## src/rtl/txs_pkg.sv

```systemverilog
package txs_pkg;
  typedef enum logic [2:0] {
    ST_SCAN,
    ST_RD_PTR,
    ST_RD_CNT,
    ST_RD_CHAR,
    ST_WR_PTR,
    ST_WR_CNT
  } txs_state_e;

  // byte offset of the count table from the table page
  localparam int unsigned CNT_TAB_OFS = 32'h20;
  // widest character and longest stop field the serializers handle
  localparam int unsigned MAX_DATA_BITS = 8;
  localparam int unsigned MAX_STOP_BITS = 2;
endpackage

```

## src/rtl/txs_rr_pick.sv

```systemverilog
module txs_rr_pick #(
  parameter int unsigned N  = 16,
  parameter int unsigned IW = 4
) (
  input  logic [N-1:0]  elig_i,
  input  logic [IW-1:0] start_i,
  output logic          found_o,
  output logic [IW-1:0] pick_o
);
  logic [IW-1:0] idx;

  // first eligible line at or after start_i, wrapping (N is a power of two)
  always_comb begin
    found_o = 1'b0;
    pick_o  = start_i;
    idx     = '0;
    for (int i = 0; i < N; i++) begin
      idx = start_i + IW'(i);
      if (!found_o && elig_i[idx]) begin
        found_o = 1'b1;
        pick_o  = idx;
      end
    end
  end
endmodule

```

## src/rtl/txs_serializer.sv

```systemverilog
module txs_serializer import txs_pkg::*; #(
  parameter int unsigned BIT_CLKS = 8
) (
  input  logic                     clk,
  input  logic                     rst_n,
  input  logic                     load_i,
  input  logic [MAX_DATA_BITS-1:0] data_i,
  input  logic [3:0]               nbits_i,
  input  logic                     two_stop_i,
  input  logic                     brk_i,
  output logic                     busy_o,
  output logic                     line_o
);
  localparam int unsigned FW    = 1 + MAX_DATA_BITS + MAX_STOP_BITS;
  localparam int unsigned CW    = $clog2(FW + 1);
  localparam int unsigned DIV_W = (BIT_CLKS > 1) ? $clog2(BIT_CLKS) : 1;

  logic [FW-1:0]    frame, sr_q;
  logic [CW-1:0]    total, left_q;
  logic [DIV_W-1:0] div_q;

  // start bit at position 0, data above it, ones fill the stop field
  always_comb begin
    frame    = '1;
    frame[0] = 1'b0;
    for (int i = 0; i < MAX_DATA_BITS; i++)
      if (i < int'(nbits_i)) frame[i+1] = data_i[i];
    total = CW'(1) + CW'(nbits_i) + (two_stop_i ? CW'(2) : CW'(1));
  end

  always_ff @(posedge clk or negedge rst_n) begin
    if (!rst_n) begin
      sr_q   <= '1;
      left_q <= '0;
      div_q  <= '0;
    end else if (load_i) begin
      sr_q   <= frame;
      left_q <= total;
      div_q  <= DIV_W'(BIT_CLKS - 1);
    end else if (left_q != '0) begin
      if (div_q == '0) begin
        div_q  <= DIV_W'(BIT_CLKS - 1);
        sr_q   <= {1'b1, sr_q[FW-1:1]};
        left_q <= left_q - CW'(1);
      end else begin
        div_q <= div_q - DIV_W'(1);
      end
    end
  end

  assign busy_o = (left_q != '0);
  assign line_o = !brk_i && (busy_o ? sr_q[0] : 1'b1);
endmodule

```

## src/rtl/txs_scanner.sv

```systemverilog
module txs_scanner import txs_pkg::*; #(
  parameter int unsigned LINES    = 16,
  parameter int unsigned AW       = 16,
  parameter int unsigned DW       = 16,
  parameter int unsigned BASE_W   = 8,
  parameter int unsigned BIT_CLKS = 8
) (
  input  logic              clk,
  input  logic              rst_n,
  input  logic [BASE_W-1:0] tab_base_i,
  input  logic [LINES-1:0]  act_set_i,
  output logic [LINES-1:0]  active_o,
  input  logic [1:0]        char_len_i,
  input  logic              two_stop_i,
  input  logic [LINES-1:0]  brk_i,
  output logic [LINES-1:0]  tx_line_o,
  output logic              irq_o,
  input  logic              irq_clr_i,
  output logic              mem_req_o,
  output logic              mem_we_o,
  output logic [AW-1:0]     mem_addr_o,
  output logic [DW-1:0]     mem_wdata_o,
  input  logic              mem_ack_i,
  input  logic [DW-1:0]     mem_rdata_i
);
  localparam int unsigned LW    = $clog2(LINES);
  localparam int unsigned OFS_W = AW - BASE_W;

  txs_state_e        st_q;
  logic [LW-1:0]     line_q, rr_q, pick;
  logic [BASE_W-1:0] base_q;
  logic [DW-1:0]     ptr_q, cnt_q;
  logic [LINES-1:0]  active_q, busy, elig, load_vec, clr_vec;
  logic              irq_q, found, hs, done;
  logic [AW-1:0]     row_addr;
  logic [MAX_DATA_BITS-1:0] char_byte;
  logic [3:0]        nbits;

  assign elig = active_q & ~busy;

  txs_rr_pick #(.N(LINES), .IW(LW)) u_pick (
    .elig_i (elig),
    .start_i(rr_q),
    .found_o(found),
    .pick_o (pick)
  );

  // ---------------- memory request fields (all from registers) ----------
  assign mem_req_o = (st_q != ST_SCAN);
  assign mem_we_o  = (st_q == ST_WR_PTR) || (st_q == ST_WR_CNT);
  assign hs        = mem_req_o && mem_ack_i;
  assign row_addr  = {base_q, OFS_W'(0)} | AW'({line_q, 1'b0});

  always_comb begin
    mem_addr_o  = row_addr;
    mem_wdata_o = '0;
    case (st_q)
      ST_RD_CNT:  mem_addr_o = row_addr | AW'(CNT_TAB_OFS);
      ST_RD_CHAR: mem_addr_o = {ptr_q[AW-1:1], 1'b0};
      ST_WR_PTR:  mem_wdata_o = ptr_q + DW'(1);
      ST_WR_CNT: begin
        mem_addr_o  = row_addr | AW'(CNT_TAB_OFS);
        mem_wdata_o = cnt_q - DW'(1);
      end
      default: ;
    endcase
  end

  // ---------------- completion, character hand-off ----------------------
  assign done = hs && (((st_q == ST_RD_CNT) && (mem_rdata_i == '0)) ||
                       ((st_q == ST_WR_CNT) && (cnt_q == DW'(1))));
  assign clr_vec   = done ? (LINES'(1) << line_q) : '0;
  assign load_vec  = (hs && (st_q == ST_RD_CHAR)) ? (LINES'(1) << line_q) : '0;
  assign char_byte = ptr_q[0] ? mem_rdata_i[15:8] : mem_rdata_i[7:0];
  assign nbits     = 4'd5 + {2'b00, char_len_i};

  // ---------------- service sequencer ------------------------------------
  always_ff @(posedge clk or negedge rst_n) begin
    if (!rst_n) begin
      st_q   <= ST_SCAN;
      line_q <= '0;
      rr_q   <= '0;
      base_q <= '0;
      ptr_q  <= '0;
      cnt_q  <= '0;
    end else begin
      case (st_q)
        ST_SCAN: if (found) begin
          line_q <= pick;
          base_q <= tab_base_i;
          st_q   <= ST_RD_PTR;
        end
        ST_RD_PTR: if (hs) begin
          ptr_q <= mem_rdata_i;
          st_q  <= ST_RD_CNT;
        end
        ST_RD_CNT: if (hs) begin
          cnt_q <= mem_rdata_i;
          if (mem_rdata_i == '0) begin
            st_q <= ST_SCAN;
            rr_q <= line_q + LW'(1);
          end else begin
            st_q <= ST_RD_CHAR;
          end
        end
        ST_RD_CHAR: if (hs) st_q <= ST_WR_PTR;
        ST_WR_PTR:  if (hs) st_q <= ST_WR_CNT;
        ST_WR_CNT: if (hs) begin
          st_q <= ST_SCAN;
          rr_q <= line_q + LW'(1);
        end
        default: st_q <= ST_SCAN;
      endcase
    end
  end

  // ---------------- active bits and interrupt ----------------------------
  always_ff @(posedge clk or negedge rst_n) begin
    if (!rst_n) begin
      active_q <= '0;
      irq_q    <= 1'b0;
    end else begin
      active_q <= (active_q & ~clr_vec) | act_set_i;
      irq_q    <= done | (irq_q & ~irq_clr_i);
    end
  end

  assign active_o = active_q;
  assign irq_o    = irq_q;

  // ---------------- per-line serializers ---------------------------------
  for (genvar g = 0; g < LINES; g++) begin : g_line
    txs_serializer #(.BIT_CLKS(BIT_CLKS)) u_ser (
      .clk       (clk),
      .rst_n     (rst_n),
      .load_i    (load_vec[g]),
      .data_i    (char_byte),
      .nbits_i   (nbits),
      .two_stop_i(two_stop_i),
      .brk_i     (brk_i[g]),
      .busy_o    (busy[g]),
      .line_o    (tx_line_o[g])
    );
  end
endmodule

```

## config.mk

```make
export PLATFORM = sky130hd
export DESIGN_NAME = txs_scanner
export DESIGN_NICKNAME = d
export VERILOG_FILES = /design/src/rtl/txs_pkg.sv /design/src/rtl/txs_rr_pick.sv /design/src/rtl/txs_serializer.sv /design/src/rtl/txs_scanner.sv
export SDC_FILE = /design/constraint.sdc
export NUM_CORES = 1
export LEC_CHECK = 0
export BUFFER_PORTS_ARGS = -buffer_cell sky130_fd_sc_hd__buf_2
export CORE_ASPECT_RATIO = 0.8
export CORE_MARGIN = 2
export CORE_UTILIZATION = 40
export CTS_CLUSTER_SIZE = 20
export DETAILED_ROUTE_END_ITERATION = 8
export PLACE_DENSITY_LB_ADDON = 0.12
export SETUP_SLACK_MARGIN = 0.5
export SYNTH_ARGS = -nofsm -noshare
export SYNTH_HDL_FRONTEND = slang
export SYNTH_HIERARCHICAL = 1
export SYNTH_SLANG_ARGS = --single-unit
```

## constraint.sdc

```tcl
create_clock -name clk -period 6.39 [get_ports clk]
set_clock_uncertainty 0.2 [all_clocks]
set_input_delay 1.278 -clock clk [delete_from_list [all_inputs] [get_ports clk]]
set_output_delay 1.278 -clock clk [all_outputs]
set_load 0.05 [all_outputs]
```

# [After elaboration in Yosys (flattened, before gate mapping)]
# Index checks and enable logic that the tools add are counted.
# W data, S select, Z words.
[word_totals] word_cells=564 out_inout_bits=67 inputBits=63 reg_bits=356
[op_classes] n_shift=1 n_mux=249 bitwise=9 order_cmp=24 reduce_logical=159 add_sub_neg=53 n_eq_ne=13
[op_table] operator="$mux W11" n=48
[op_table] operator="$mux W4" n=66
[op_table] operator="$mux W3" n=54
[op_table] operator="$lt A4 B5 Y1 const B" n=16
[op_table] operator="$reduce_bool A2 Y1" n=33
[op_table] operator="$bmux W1 S4" n=16
[op_table] operator="$pmux W16 S2" n=2
[op_table] operator="$reduce_bool A4 Y1" n=16
[op_table] operator="$sub A4 B1 Y4 const B" n=16
[op_table] operator="$mux W1" n=56
[op_table] operator="$logic_not A3 Y1" n=17
[op_table] operator="$sub A3 B1 Y3 const B" n=16
[op_table] operator="$reduce_and A2 Y1" n=19
[op_table] operator="$logic_and A1 B1 Y1" n=36
[op_table] operator="$add A4 B4 Y4 const B" n=8
[op_table] operator="$and A16 B16 Y16" n=2
[op_table] operator="$mux W16" n=2
[op_table] operator="$not A16 Y16" n=2
[op_table] operator="$logic_not A1 Y1" n=31
[op_table] operator="$pmux W3 S6" n=1
[op_table] operator="$add A16 B1 Y16 const B" n=1
[op_table] operator="$add A4 B3 Y4 const B" n=4
[op_table] operator="$eq A16 B1 Y1 const B" n=1
[op_table] operator="$logic_not A16 Y1" n=1
[op_table] operator="other kinds (28)" n=44

# [Longest topological paths before layout]
# Gate-level depths: netlist of the first run.
[depth] ltp_word=53 ltp_mapped=19

# [By module]
# Netlist of the first run, hierarchy kept.
[modules_own_cells] mod="txs_serializer at g_line[0].u_ser ..." instances=15 seq_area_each_um2=411.6 area_per_inst_um2=1001.0 cells_per_inst=111
[modules_own_cells] mod="txs_scanner" instances=1 seq_area_each_um2=1701.6 area_per_inst_um2=4030.1 cells_per_inst=405
[modules_own_cells] mod="txs_rr_pick" instances=1 seq_area_each_um2=0.0 area_per_inst_um2=2331.0 cells_per_inst=254
[modules_own_cells] mod="txs_serializer at g_line[9].u_ser" instances=1 seq_area_each_um2=411.6 area_per_inst_um2=987.2 cells_per_inst=109

# [Worst setup path after synthesis of the first run]
# No wires, ideal clock.
[synth_path] path_kind="input-to-reg" startpoint="in char_len_i[0]" endpoint="reg g_line[0].u_ser.sr_q[3]" t_arrival_ps=5742 n_path_buf=0 slack_ps=366 stages=5 cell_sequence="ha_1 inv_1 nor2_1 a21oi_1 a22oi_1"
[synth_via] elab_chain_cells=4
[synth_rtl] item="start: declaration" line_no="txs_scanner.sv:13" rtl="input logic [1:0] char_len_i,"
[synth_rtl] item="$add A3 B2 Y4" line_no="txs_scanner.sv:75" rtl="assign nbits = 4'd5 + {2'b00, char_len_i};"
[synth_rtl] item="net nbits[2]" line_no="txs_scanner.sv:37" rtl="logic [3:0] nbits;"
[synth_rtl] item="$lt A2 B4 Y1" line_no="txs_serializer.sv:27" rtl="if (i < int'(nbits_i)) frame[i+1] = data_i[i];"
[synth_rtl] item="$mux W1" line_no="txs_serializer.sv:27"
[synth_rtl] item="$mux W11" line_no="txs_serializer.sv:36" rtl="end else if (load_i) begin"
[synth_rtl] item="end signal: assignment" line_no="txs_serializer.sv:37" rtl="sr_q <= frame;"
[synth_rtl] item="end signal: assignment" line_no="txs_serializer.sv:43" rtl="sr_q <= {1'b1, sr_q[FW-1:1]};"
[synth_rtl] item="end: declaration" line_no="txs_serializer.sv:18" rtl="logic [FW-1:0] frame, sr_q;"
# The timed path passes the listed nets, and every way through them passes these cells.
# A chain may end at the register's enable or synchronous reset.

# [Worst setup path in the final report of the first run]
[layout_path] startpoint="reg g_line[5].u_ser.left_q[0]" endpoint="reg base_q[6]"
[layout_via] elab_chain_cells=52 elab_cells_between_ends=82 cone_classes="mux (48); bitwise (2); reduce/logical (32)"
[layout_rtl] item="start: declaration" line_no="txs_serializer.sv:19" rtl="logic [CW-1:0] total, left_q;"
[layout_rtl] item="start signal: assignment" line_no="txs_serializer.sv:38" rtl="left_q <= total;"
[layout_rtl] item="start signal: assignment" line_no="txs_serializer.sv:44" rtl="left_q <= left_q - CW'(1);"
[layout_rtl] item="$reduce_bool A4 Y1 *" line_no="txs_serializer.sv:51" rtl="assign busy_o = (left_q != '0);"
[layout_rtl] item="net busy[5]" line_no="txs_scanner.sv:33" rtl="logic [LINES-1:0] active_q, busy, elig, load_vec, clr_vec;"
[layout_rtl] item="$not A16 Y16 *" line_no="txs_scanner.sv:39" rtl="assign elig = active_q & ~busy;"
[layout_rtl] item="$and A16 B16 Y16 *" line_no="txs_scanner.sv:39"
[layout_rtl] item="net elig[5]" line_no="txs_scanner.sv:33"
[layout_rtl] item="$bmux W1 S4" line_no="txs_rr_pick.sv:19" rtl="if (!found_o && elig_i[idx]) begin"
[layout_rtl] item="$mux W1 (implied by the code)" line_no="txs_rr_pick.sv:19"
[layout_rtl] item="$mux W1" line_no="txs_rr_pick.sv:19"
[layout_rtl] item="[39 not listed]"
[layout_rtl] item="$logic_not A1 Y1" line_no="txs_rr_pick.sv:19"
[layout_rtl] item="$logic_and A1 B1 Y1" line_no="txs_rr_pick.sv:19"
[layout_rtl] item="$mux W1" line_no="txs_rr_pick.sv:19"
[layout_rtl] item="$logic_not A1 Y1" line_no="txs_rr_pick.sv:19"
[layout_rtl] item="$logic_and A1 B1 Y1" line_no="txs_rr_pick.sv:19"
[layout_rtl] item="$mux W1 *" line_no="txs_rr_pick.sv:19"
[layout_rtl] item="net found" line_no="txs_scanner.sv:34" rtl="logic irq_q, found, hs, done;"
[layout_rtl] item="$reduce_and A2 Y1 (no line) *"
[layout_rtl] item="end signal: assignment" line_no="txs_scanner.sv:90" rtl="base_q <= tab_base_i;"
[layout_rtl] item="end: declaration" line_no="txs_scanner.sv:31" rtl="logic [BASE_W-1:0] base_q;"
# The timed path passes the listed nets; every way through them passes the cells marked *. The select of a mux whose other input is x is not followed.

==> results of run 1 <==
[layout by cell type (no fill, tap or decap), drive strengths merged, types with 51 or more instances in the layout]
cell	count
o21ai	251
nor3	82
inv	201
dfrtp	180
dfstp	144
nand2	95
clkbuf	51
mux2	75
a21oi	173
buf	169
a31oi	146
nor2	213
ha	97
a22oi	102
[cells in the mapped netlist (all sizes together) (15+ instances only)]
library cell / instances
and2: 21
o21ai: 251
fa: 16
ha: 97
dfstp: 144
nor3b: 17
inv: 200
nand3: 33
nor3: 82
xor2: 33
and4b: 16
mux2: 75
buf: 82
clkinv: 18
xnor2: 24
nor2b: 38
and3: 17
a22oi: 102
nand2: 95
o22ai: 18
a221oi: 19
nor4b: 17
a31oi: 146
a211oi: 39
o31a: 32
clkbuf: 46
mux4: 28
dfrtp: 180
mux2i: 41
a21oi: 173
nor2: 213
o2111a: 16
nand2b: 15
[flip-flops by register name, summed over array words and instances (netlist names), 3 cells and up]
register / count
g_line.u_ser/sr_q: 144
g_line.u_ser/left_q: 64
g_line.u_ser/div_q: 48
active_o: 16
cnt_q: 16
ptr_q: 16
base_q: 8
line_q: 4
rr_q: 4
st_q: 3
[worst max-delay path: stages, from the launching register on]
cell and delay [ns]:
dfrtp_1 0.39, inv_1 0.07, ha_1 0.25, nor3b_4 0.16, buf_4 0.18, inv_2 0.22
nor2b_1 0.19, mux4_2 0.50, mux2_2 0.33, mux2_2 0.36, or4_4 0.59, or4_4 0.61
or4b_2 0.66, inv_1 0.09, nor2_2 0.13, mux2_2 0.31
[cell type report]
type | instances | area (um2)
fill | 5426 | 30400
multi-input combinational | 1763 | 12600
inverter | 218 | 820.8
timing repair buffer | 169 | 983.4
clock buffer | 51 | 1071
sequential | 324 | 8288
clock inverter | 19 | 201.4
tap | 750 | 938.4
[worst paths after layout]
check / from / endpoint / slack (ns)
min: g_line[13].u_ser/sr_q[0]$_DFFE_PN1P_ / g_line[13].u_ser/sr_q[0]$_DFFE_PN1P_ / 0.29
min reg2reg: g_line[13].u_ser/sr_q[0]$_DFFE_PN1P_ / g_line[13].u_ser/sr_q[0]$_DFFE_PN1P_ / 0.29
max in group asynchronous: rst_n / g_line[2].u_ser/left_q[0]$_DFFE_PN0P_ / 4.32
max reg2reg: g_line[5].u_ser/left_q[0]$_DFFE_PN0P_ / base_q[6]$_DFFE_PN0P_ / 1.02
max: g_line[5].u_ser/left_q[0]$_DFFE_PN0P_ / base_q[6]$_DFFE_PN0P_ / 1.02
min in group asynchronous: rst_n / cnt_q[6]$_DFFE_PN0P_ / 0.42
[per-stage QoR]
step	utilization	setup WS [ns]	cell area (um2)	hold slack, ns	power [mW]
after global routing	0.4503	0.8524	24900	0.3065	14.82
after floorplan	-	0.9153	22370	0.2572	9.621
final	0.4503	1.017	24900	0.2897	13.83
after CTS	0.4503	1.054	24900	0.2929	13.84
after global placement	0.4273	1.194	23630	0.2812	11.40
after detailed placement	0.4273	1.055	23630	0.2846	11.49
[per-layer routing]
metal	track usage	vias up	routed length, um
met3	0.03012	87	3759
met1	0.3579	9747	33410
met4	0.05833	0	1399
met2	0.3586	576	30640
li1	-	9103	-
met5	0	-	0
[power breakdown]
part / internal, mW / switching, mW
Combinational: 2.96 / 4.48
Clock: 1.34 / 0.933
Sequential: 3.30 / 0.820
[cell families (layout without fill, tap and decap cells)]
logic type	Yosys count	count (layout)	share of synthesized area
AOI/OAI and AO/OA	838	838	0.2327
xor gates and xnor gates	57	57	0.02232
adders and majority gates	113	113	0.06860
buffers and inverters	346	457	0.06753
DFF	324	324	0.3706
muxes	144	144	0.08616
other	1	1	0.0001677
and+or+nand+nor	610	610	0.1519
==> summary.txt, run 1 <==
Final #Nets - 2691
Hold Fails Final Rpt - 0
Drt total wl - 69.20 mm
Layout Area Growth over Synthesis - 11.35%
Max Buffers Root-to-Sink - 3
Post-cts sizing count - 0
Reg2Reg Depth - 15
Count of cell types in the netlist - 85
Layout cell share with drive strength beyond 1 - 0.2138
CP Launch Type - flip-flop
Antenna diode count - 0
Hold path depth - 2
Post-DR vias/cell - 5.924
Final worst path period share - 0.8408
Hold WC Path Type - reg -> reg
Max-slew violations - 0
Status - completed
Row count - 77
Fin cells - 3294
Setup CP Type - reg -> reg
Root buf cell - clkbuf_16
Max-Cap Viols - 0
Final GP Congestion - 0.9199
Setup-failing EPs final - 0
Die width - 268.4 um
Post-Syn Nets - 2609
Buffers on Ports - 128
Dpl cells - 3224
Antenna violations before repair - 1
Least-Margin Pin Slew - 0.9345 ns
Ys Warns - 6
Starting Density - 0.4044
Critical path required time - 6.64 ns
Global Route Usage Sum - 0.2373
Main synth FF type - dfrtp_1
Worst EP arrival - 5.62 ns
Post-synth ARST share - 1.000
Synth area leaders - dfrtp_1, dfstp_2, o21ai_0
Post-CTS Setup Inserts - 0
Drt pass-1 iters - 5
Cell type with the largest total area after synthesis - dfrtp_1
Post-synthesis register bit count - 324
Pleak - 10.30 nW
HPWL after DPL - 45.49 mm
CTS buffer count - 39
Clock Latency Late Sink - 0.56 ns
Die height - 215.5 um
Synthesized area - 0.02236 mm2
CTS Hold Buffers Added - 0
Fmax - 186.1 MHz
# clock sinks - 324
Crit end category - flip-flop
First-pass GRT wire length - 108.8 mm
Max_slew headroom - 0.3770
Worst ir drop on vdd - 0.3316 mV
Gr ovfl total - 0
Unrepaired setup endpoints after global routing - no
Largest net degree at the start of global routing - 146
Crit Path Max Fanout - 16
H-Tree Level Count - 2
Die ar. - 0.05783 mm2
IO Pins - 130
Reg clk slew, reported paths - 0.06 ns
Via count - 19510
Residual DRC count - 0
Share of the synthesized area in the top cell type - 0.2014
PwrDens - 555.2 mW/mm2
Number of global-route vias before repair - 18540
EDFF count, synth - 0
Synth Instances - 2433
Detail Route Antenna Nets - 0
Seq/Total Area, Yosys - 0.3706
Initial DRC count - 1599
CTS tree - done
Average size of a mapped cell - 9.191 um2
TNS Setup - 0 ns
Core ar. - 0.05530 mm2
Tmin final - 5.373 ns
Per-cell routed wire length - 21.01 um
No activity file was read; power rests on OpenSTA's default activity.
==> inputs of run 2 (changes only) <==
==> constraint.sdc (replaced) <==
create_clock -name clk -period 4.6 [get_ports clk]
set_clock_uncertainty 0.2 [all_clocks]
set_input_delay 0.92 -clock clk [delete_from_list [all_inputs] [get_ports clk]]
set_output_delay 0.92 -clock clk [all_outputs]
set_load 0.05 [all_outputs]
==> summary.txt, run 2 (synthesis gave the netlist of run 1 again) <==
Crit Path Max Fanout - 6
Tmin final - 4.339 ns
Hold WC Path Type - in -> async
Per-cell routed wire length - 20.66 um
CP Launch Point - g_line[2].u_ser/left_q[0]$_DFFE_PN0P_
R2r setup slk - 0.26 ns
Fmax - 230.5 MHz
Logic pwr share - 0.577
Max reg flops - 144
Reg2Reg Depth - 15
Hold Fails Final Rpt - 0
Via count - 20080
Core ar. - 0.05530 mm2
Row count - 77
CTS buffer count - 38
Detail Route Antenna Nets - 0
Initial DRC count - 1618
Clock Power Share - 0.153
Die width - 268.4 um
Global Route Usage Sum - 0.2442
Final #Nets - 2823
Die ar. - 0.05783 mm2
Crit end category - flip-flop
Number of global-route vias before repair - 19720
HPWL after DPL - 45.94 mm
Reg with most FFs - g_line.u_ser/sr_q
Max Buffers Root-to-Sink - 3
Layout cell share with drive strength beyond 1 - 0.2736
Antenna violations before repair - 0
Drt total wl - 70.78 mm
Layout Area Growth over Synthesis - 17.34%
TNS Setup - 0 ns
Gr ovfl total - 0
Reg2Reg Capture Point - line_q[3]$_DFFE_PN0P_
Status - completed
Clock Latency Late Sink - 0.57 ns
Commonest non-fill, non-tap cells in the layout - o21ai_0, nor2_1, dfrtp_1, a21oi_1, inv_1
IO Pins - 130
Largest net degree at the start of global routing - 94
Max-slew violations - 0
CP Cell Sequence - inv_2 -> ha_4 -> nor3b_4 -> inv_2 -> nor2b_4 -> mux2_4 -> mux4_2 -> mux2_4 -> or4_4 -> or4_4 -> or3_4 -> o21ai_2 -> nor3_1 -> a211o_1 -> mux2_2
P_int - 11.68 mW
FF-to-FF Start - g_line[2].u_ser/left_q[0]$_DFFE_PN0P_
Least-Margin Pin Slew - 0.9259 ns
Buffers on Ports - 128
Max-Cap Viols - 0
Unrepaired setup endpoints after global routing - yes
Slowest stage delay, CP - 0.55 ns
Core Util, Final - 0.4745
Pleak - 11.04 nW
Commonest non-fill, non-tap cell in the layout - o21ai_0
Drt pass-1 iters - 6
Slowest cell on crit path - or4_4
Residual DRC count - 0
Root buf cell - clkbuf_16
Final GP Congestion - 0.9461
Post-DR vias/cell - 5.860
Switching power - 9.098 mW
Regs by FF count - g_line.u_ser/sr_q (144), g_line.u_ser/left_q (64), g_line.u_ser/div_q (48)
CTS tree - done
Worst EP arrival - 4.60 ns
Max_slew headroom - 0.3827
CTS Hold Buffers Added - 0
Reg clk slew, reported paths - 0.07 ns
Die height - 215.5 um
# clock sinks - 324
CP Launch Type - flip-flop
# fillers - 5325
H-Tree Level Count - 2
PwrDens - 792.0 mW/mm2
First-pass GRT wire length - 112.2 mm
Net Sw Frac - 0.4378
Critical path required time - 4.86 ns
Setup CP Type - reg -> reg
Worst ir drop on vdd - 0.5279 mV
Starting Density - 0.4044
Final worst path period share - 0.9432
Setup-failing EPs final - 0
Sequential power share - 0.271
==> run 2: critical path, delay by kind of cell, from the launching register on <==
kind / cells / cell delay [ns]
and+or+nand+nor: 6 / 1.68
muxes: 4 / 1.30
adders and majority gates: 1 / 0.16
AOI/OAI and AO/OA: 2 / 0.33
buffers and inverters: 2 / 0.18
DFF: 1 / 0.37
==> run 2: per-stage QoR <==
stage | worst slack (ns) | hold WS, ns | instances | power (mW) | instance area [um2]
finish | 0.2613 | 0.1725 | 3426 | 20.78 | 26240
detailed placement | 0.05553 | 0.2827 | 3294 | 16.57 | 24240
CTS | 0.2797 | 0.2077 | 3421 | 20.64 | 26200
global placement | 0.1087 | 0.2760 | 3294 | 16.42 | 24240
global route | 0.1569 | 0.2370 | 3425 | 22.31 | 26240
floorplan | -0.2750 | 0.2572 | 2433 | 13.48 | 22440
==> run 2: cell type report <==
type,instances,area (um2),area share
repair buffers,301,2032,0.07743
clock inverters,13,150.1,0.005722
inverters,218,828.3,0.03156
flip-flops and latches,324,8289,0.3159
clock buffers,55,1136,0.04329
well taps,750,938.4,0.03576
multi-input cells,1764,12860,0.4902
diodes,1,2.502,0.00009536
==> run 2: repair_timing <==
| action | in CTS | in global routing |
|---|---|---|
| gates resized for setup | 78 | 3 |
| pin swaps | 10 | 4 |
| setup endpoints to repair | 13 | 13 |
| setup buffers | 59 | 3 |
| cloned | 0 | 1 |
==> run 2: layer usage <==
layer | vias up | GRT usage | part of all wire
met5 | - | 0 | 0
met3 | 119 | 0.04382 | 0.068
met1 | 9881 | 0.3497 | 0.46
met2 | 688 | 0.3727 | 0.44
met4 | 0 | 0.07870 | 0.030
li1 | 9387 | - | -
==> run 2: power by group through the flow <==
stage / sequential [mW] / clock (mW) / combinational, mW
2_1_floorplan: 5.33 / 0 / 8.15
3_3_place_gp: 5.64 / 0 / 10.8
3_5_place_dp: 5.69 / 0 / 10.9
4_1_cts: 5.61 / 3.27 / 11.8
5_1_grt: 5.83 / 3.37 / 13.1
6_report: 5.63 / 3.17 / 12.0
==> run 2: how the worst max path moves through the flow <==
stage	end	slack, ns
after floorplan	base_q[0]$_DFFE_PN0P_	-0.28
after global placement	line_q[3]$_DFFE_PN0P_	0.11
after detailed placement	line_q[3]$_DFFE_PN0P_	0.06
after CTS	line_q[3]$_DFFE_PN0P_	0.28
after global routing	line_q[3]$_DFFE_PN0P_	0.16
final	line_q[3]$_DFFE_PN0P_	0.26
